[src/rtl/gid_pkg.sv]
package gid_pkg;
  localparam int unsigned OFF_ENABLE = 0;
  localparam int unsigned OFF_SENSE  = 1;
  localparam int unsigned OFF_ANY    = 2;
  localparam int unsigned OFF_POL    = 3;
  localparam int unsigned OFF_RAW    = 4;
  localparam int unsigned OFF_MASKED = 5;
  localparam int unsigned OFF_CLEAR  = 6;
endpackage

[src/rtl/gid_sync.sv]
module gid_sync #(
  parameter int unsigned N      = 8,
  parameter int unsigned STAGES = 2
) (
  input  logic         clk,
  input  logic         rst_n,
  input  logic [N-1:0] async_i,
  output logic [N-1:0] sync_o
);
  logic [N-1:0] chain [STAGES];

  for (genvar s = 0; s < STAGES; s++) begin : g_stage
    always_ff @(posedge clk or negedge rst_n) begin
      if (!rst_n) chain[s] <= '0;
      else if (s == 0) chain[s] <= async_i;
      else chain[s] <= chain[(s == 0) ? 0 : s-1];
    end
  end

  assign sync_o = chain[STAGES-1];
endmodule

[src/rtl/gid_detect.sv]
module gid_detect #(
  parameter int unsigned N = 8
) (
  input  logic         clk,
  input  logic         rst_n,
  input  logic [N-1:0] cur_i,
  input  logic [N-1:0] sense_i,
  input  logic [N-1:0] any_i,
  input  logic [N-1:0] pol_i,
  input  logic [N-1:0] clr_i,
  output logic [N-1:0] edge_o,
  output logic [N-1:0] raw_o
);
  logic [N-1:0] prev_q;

  always_ff @(posedge clk or negedge rst_n) begin
    if (!rst_n) prev_q <= '0;
    else prev_q <= cur_i;
  end

  for (genvar i = 0; i < N; i++) begin : g_line
    logic rise, fall, lvl_hit, nxt;
    assign rise    = cur_i[i] & ~prev_q[i];
    assign fall    = ~cur_i[i] & prev_q[i];
    assign edge_o[i] = any_i[i] ? (rise | fall) : (pol_i[i] ? rise : fall);
    assign lvl_hit = (cur_i[i] == pol_i[i]);

    always_comb begin
      if (sense_i[i]) nxt = lvl_hit;
      else nxt = edge_o[i] | (raw_o[i] & ~clr_i[i]);
    end

    always_ff @(posedge clk or negedge rst_n) begin
      if (!rst_n) raw_o[i] <= 1'b0;
      else raw_o[i] <= nxt;
    end
  end
endmodule

[src/rtl/gid_regs.sv]
module gid_regs
  import gid_pkg::*;
#(
  parameter int unsigned N  = 8,
  parameter int unsigned AW = 3
) (
  input  logic          clk,
  input  logic          rst_n,
  input  logic          bus_sel,
  input  logic          bus_wr,
  input  logic [AW-1:0] bus_addr,
  input  logic [N-1:0]  bus_wdata,
  input  logic [N-1:0]  raw_i,
  output logic [N-1:0]  en_o,
  output logic [N-1:0]  sense_o,
  output logic [N-1:0]  any_o,
  output logic [N-1:0]  pol_o,
  output logic [N-1:0]  clr_o,
  output logic [N-1:0]  rdata_o
);
  logic wr_hit, rd_hit;
  assign wr_hit = bus_sel & bus_wr;
  assign rd_hit = bus_sel & ~bus_wr;

  always_ff @(posedge clk or negedge rst_n) begin
    if (!rst_n) begin
      en_o    <= '0;
      sense_o <= '0;
      any_o   <= '0;
      pol_o   <= '0;
    end else if (wr_hit) begin
      if (bus_addr == AW'(OFF_ENABLE)) en_o    <= bus_wdata;
      if (bus_addr == AW'(OFF_SENSE))  sense_o <= bus_wdata;
      if (bus_addr == AW'(OFF_ANY))    any_o   <= bus_wdata;
      if (bus_addr == AW'(OFF_POL))    pol_o   <= bus_wdata;
    end
  end

  assign clr_o = (wr_hit && bus_addr == AW'(OFF_CLEAR)) ? bus_wdata : '0;

  always_comb begin
    rdata_o = '0;
    if (rd_hit) begin
      if (bus_addr == AW'(OFF_ENABLE)) rdata_o = en_o;
      if (bus_addr == AW'(OFF_SENSE))  rdata_o = sense_o;
      if (bus_addr == AW'(OFF_ANY))    rdata_o = any_o;
      if (bus_addr == AW'(OFF_POL))    rdata_o = pol_o;
      if (bus_addr == AW'(OFF_RAW))    rdata_o = raw_i;
      if (bus_addr == AW'(OFF_MASKED)) rdata_o = raw_i & en_o;
    end
  end
endmodule

[src/rtl/gid_top.sv]
module gid_top #(
  parameter int unsigned N      = 8,
  parameter int unsigned AW     = 3,
  parameter int unsigned STAGES = 2
) (
  input  logic          clk,
  input  logic          rst_n,
  input  logic [N-1:0]  lines_i,
  input  logic          bus_sel,
  input  logic          bus_wr,
  input  logic [AW-1:0] bus_addr,
  input  logic [N-1:0]  bus_wdata,
  output logic [N-1:0]  bus_rdata,
  output logic          irq_o
);
  logic [N-1:0] cur_w, en_w, sense_w, any_w, pol_w, clr_w, edge_w, raw_w;

  gid_sync #(.N(N), .STAGES(STAGES)) u_sync (
    .clk(clk), .rst_n(rst_n), .async_i(lines_i), .sync_o(cur_w)
  );

  gid_regs #(.N(N), .AW(AW)) u_regs (
    .clk(clk), .rst_n(rst_n), .bus_sel(bus_sel), .bus_wr(bus_wr),
    .bus_addr(bus_addr), .bus_wdata(bus_wdata), .raw_i(raw_w),
    .en_o(en_w), .sense_o(sense_w), .any_o(any_w), .pol_o(pol_w),
    .clr_o(clr_w), .rdata_o(bus_rdata)
  );

  gid_detect #(.N(N)) u_det (
    .clk(clk), .rst_n(rst_n), .cur_i(cur_w), .sense_i(sense_w),
    .any_i(any_w), .pol_i(pol_w), .clr_i(clr_w),
    .edge_o(edge_w), .raw_o(raw_w)
  );

  assign irq_o = |(raw_w & en_w);
endmodule

[config.mk]
export PLATFORM = sky130hd
export DESIGN_NAME = gid_top
export DESIGN_NICKNAME = d
export VERILOG_FILES = /design/src/rtl/gid_pkg.sv /design/src/rtl/gid_sync.sv /design/src/rtl/gid_detect.sv /design/src/rtl/gid_regs.sv /design/src/rtl/gid_top.sv
export SDC_FILE = /design/constraint.sdc
export NUM_CORES = 1
export LEC_CHECK = 0
export ABC_CLOCK_PERIOD_IN_PS = 1760
export CORE_MARGIN = 2
export CORE_UTILIZATION = 53
export CTS_CLUSTER_SIZE = 28
export DETAILED_ROUTE_END_ITERATION = 10
export PLACE_DENSITY_LB_ADDON = 0.08
export SYNTH_ARGS = -nofsm -noshare
export SYNTH_HDL_FRONTEND = slang
export SYNTH_HIERARCHICAL = 1
export SYNTH_SLANG_ARGS = --single-unit
[constraint.sdc]
create_clock -name clk -period 1.76 [get_ports clk]
set_input_delay 0.176 -clock clk [delete_from_list [all_inputs] [get_ports clk]]
set_output_delay 0.176 -clock clk [all_outputs]
set_load 0.03 [all_outputs]
==> implementation parameters <==
Parameter                              Value

CTS
  CTS Buf Count    9
  CTS H-tree lvls    3
  Clock tree root driver cell    sky130_fd_sc_hd__clkbuf_8
  Clock-pin slew of the registers on the worst-case setup and hold paths    70 ps
  Clk_lat worst skew    roughly 340 ps
  CTS tree    built
  Bufs on Longest Clock Path    2
  Number of sinks handled by clock tree synthesis    64

STA
  Portion of the clock cycle consumed by the worst path in the final layout    0.987
  Worst Skew    approximately 5.1 ps
  Final Slew Violations    0
  Maximum clock frequency    approximately 580 MHz
  Period minus WS final    1740 ps
  Count of endpoints failing hold in the final timing report    0
  Worst slew margin relative to its limit    0.773
  Final setup fails    0
  Final total negative setup slack    0 ps
  Unrepaired setup endpoints after global routing    true
  Slew at the pin closest to its max-slew limit    341 ps

Pwr
  Switch Pwr    between 1 and 1.5 mW
  Clock group share of total power    0.237
  Internal cell power    roughly 3.0 mW
  Power density over the cells    961 nW/um2
  Switch share    0.324
  Portion of total power attributed to sequential cells    0.457
  Leak pwr    ~2 nW
  Worst VDD drop    ~0.6 mV
  Comb pwr share    0.306

Global route
  Initial antenna violation count    0
  Largest net degree at the start of global routing    65
  GRT Residual Overflow    0
  Global-route usage over all layers    0.224
  Global-route wire length before repair    between 10000 and 15000 um
  Vias in the first global route    2596

Hold path
  Hold Crit Class    primary input to flop

Critical path
  End of the worst register-to-register path    u_det/raw_o[2]$_DFF_PN0_
  Critical path class    primary input to output port
  Reg-to-Reg Start    u_sync/sync_o[2]$_DFF_PN0_
  Depth of the worst register-to-register path    5
  Crit path to    bus_rdata[1]
  Data required time of the critical path    roughly 1600 ps
  Critical Path Start    bus_addr[0]
  Maximum fanout along the worst path    12
  Startpoint type of the worst setup path    primary input
  CP endpoint kind    output port
  Critical path data arrival time    ~1600 ps
  Flop-to-flop setup slack    roughly 270 ps

Drt
  Detailed router's first-iteration violation count    104
  Total iterations of the first detailed-routing run    4
  Antenna Violating Nets Remaining    0
  WL/cell    17.3 um
  Remaining DRCs    0
  Vias per Instance    between 5 and 6
  WL final    7810 um
  Total number of vias    between 2000 and 3000

Placed design
  HPWL after detailed placement    5080 um
  Routability congestion estimate    0.803
  IO Port Bufs    31

Final layout
  Antenna diode count    0
  Fillers    between 500 and 600
  Fraction of layout cells with a size suffix above 1    0.406
  Area of combinational cells with multiple inputs    between 1500 and 2000 um2
  Final core utilization    0.683
  Sequential cell area    1610 um2
  Nets    407
  Layout overhead on the synthesized area    25.9%

Floorplan
  Initial core utilization    0.542
  Die height    between 80 and 90 um
  Total die area    ~7600 um2
  Number of core rows    30
  Core box area    ~6800 um2
  Count of pins on the block boundary    32
  DIE WIDTH    87.1 um

Synth
  Syn Nets    around 340
  Cell area after technology mapping    about 3700 um2
  Post-synthesis average cell area    about 12 um2
  Syn. warnings    6
  Post-synthesis instance total    296

Flow run
  Maximum Capacitance Violations    0

Run status
  Outcome    finished, final reports clean
## worst max-delay path: stages
cell,delay (ps)
sky130_fd_sc_hd__clkdlybuf4s15_2,220
sky130_fd_sc_hd__bufbuf_16,300
sky130_fd_sc_hd__buf_4,150
sky130_fd_sc_hd__a21boi_0,120
sky130_fd_sc_hd__o22a_1,210
sky130_fd_sc_hd__a211oi_2,200
sky130_fd_sc_hd__buf_4,190
## per-layer routing
layer  up-vias  global-route usage  part of all wire
met5         -                   0                 0
met4         0               0.108             0.029
met3        18              0.0445             0.038
met1      1238               0.288              0.44
li1       1181                   -                 -
met2        63               0.363              0.49
## layout make-up
type,instances,share of cell area
clock inverters,4,0.00488
flip-flops and latches,64,0.348
repair buffers,81,0.160
multi-input cells,187,0.416
well taps,80,0.0217
clock buffers,11,0.0285
inverters,25,0.0203
## sequential cells by signal, summed over array words and instances (netlist names)
signal          flops
u_sync/chain        8
u_regs/en_o         8
u_det/prev_q        8
u_regs/pol_o        8
u_regs/sense_o      8
u_regs/any_o        8
u_det/raw_o         8
u_sync/sync_o       8
## repair_timing
item | CTS | global route
pin swaps | 9 | 2
endpoints found under the setup margin | 9 | 8
gates resized for setup | 25 | 12
gates cloned | 3 | 0
hold buffers | 1 | 0
endpoints found under the hold margin | 64 | 0
setup buffers | 15 | 2
## worst min-delay path by stage
| stage | start | to | slack (ps) | cells past startpoint |
|---|---|---|---|---|
| 2_1_floorplan | rst_n | u_det/prev_q[0]$_DFF_PN0_ | -120 | 0 |
| 3_3_place_gp | rst_n | u_sync/sync_o[4]$_DFF_PN0_ | 220 | 2 |
| 3_5_place_dp | rst_n | u_det/prev_q[4]$_DFF_PN0_ | 220 | 2 |
| 4_1_cts | lines_i[7] | u_sync/chain[15]$_DFF_PN0_ | 260 | 1 |
| 5_1_grt | lines_i[0] | u_sync/chain[8]$_DFF_PN0_ | 260 | 1 |
| 6_report | lines_i[1] | u_sync/chain[9]$_DFF_PN0_ | 260 | 1 |
## stage by stage
stage | instances | hold WS [ps] | area [um2] | power (mW) | worst slack (ps)
after detailed placement | 416 | 219 | 4170 | 3.21 | -296
after global placement | 416 | 221 | 4170 | 3.17 | -281
after floorplan | 296 | -120 | 3670 | 2.88 | 72.2
final | 452 | 261 | 4610 | 4.43 | 23.1
after global routing | 452 | 265 | 4610 | 4.66 | -70.1
after CTS | 450 | 256 | 4570 | 4.42 | -5.54
## cell usage in the layout, fill, tap and decap left out, types with 7 or more instances in the layout
cell / n
sky130_fd_sc_hd__dfrtp_1: 61
sky130_fd_sc_hd__clkbuf_8: 9
sky130_fd_sc_hd__inv_1: 25
sky130_fd_sc_hd__a21oi_1: 12
sky130_fd_sc_hd__ha_1: 16
sky130_fd_sc_hd__buf_4: 47
sky130_fd_sc_hd__nor2b_1: 16
sky130_fd_sc_hd__a2111oi_4: 8
sky130_fd_sc_hd__xor2_1: 8
sky130_fd_sc_hd__mux2_4: 16
sky130_fd_sc_hd__and2_1: 8
sky130_fd_sc_hd__mux2_2: 18
sky130_fd_sc_hd__clkdlybuf4s50_1: 16
sky130_fd_sc_hd__a21oi_2: 10
sky130_fd_sc_hd__nor2_1: 7
## power groups by stage
stage          Clock [mW]  Sequential (mW)  Combinational [mW]
3_5_place_dp            0             2.10                1.12
3_3_place_gp            0             2.09                1.09
6_report             1.05             2.03                1.36
5_1_grt              1.13             2.06                1.46
2_1_floorplan           0             1.99               0.887
4_1_cts              1.07             2.02                1.33
No activity file was read; power rests on OpenSTA's default activity.
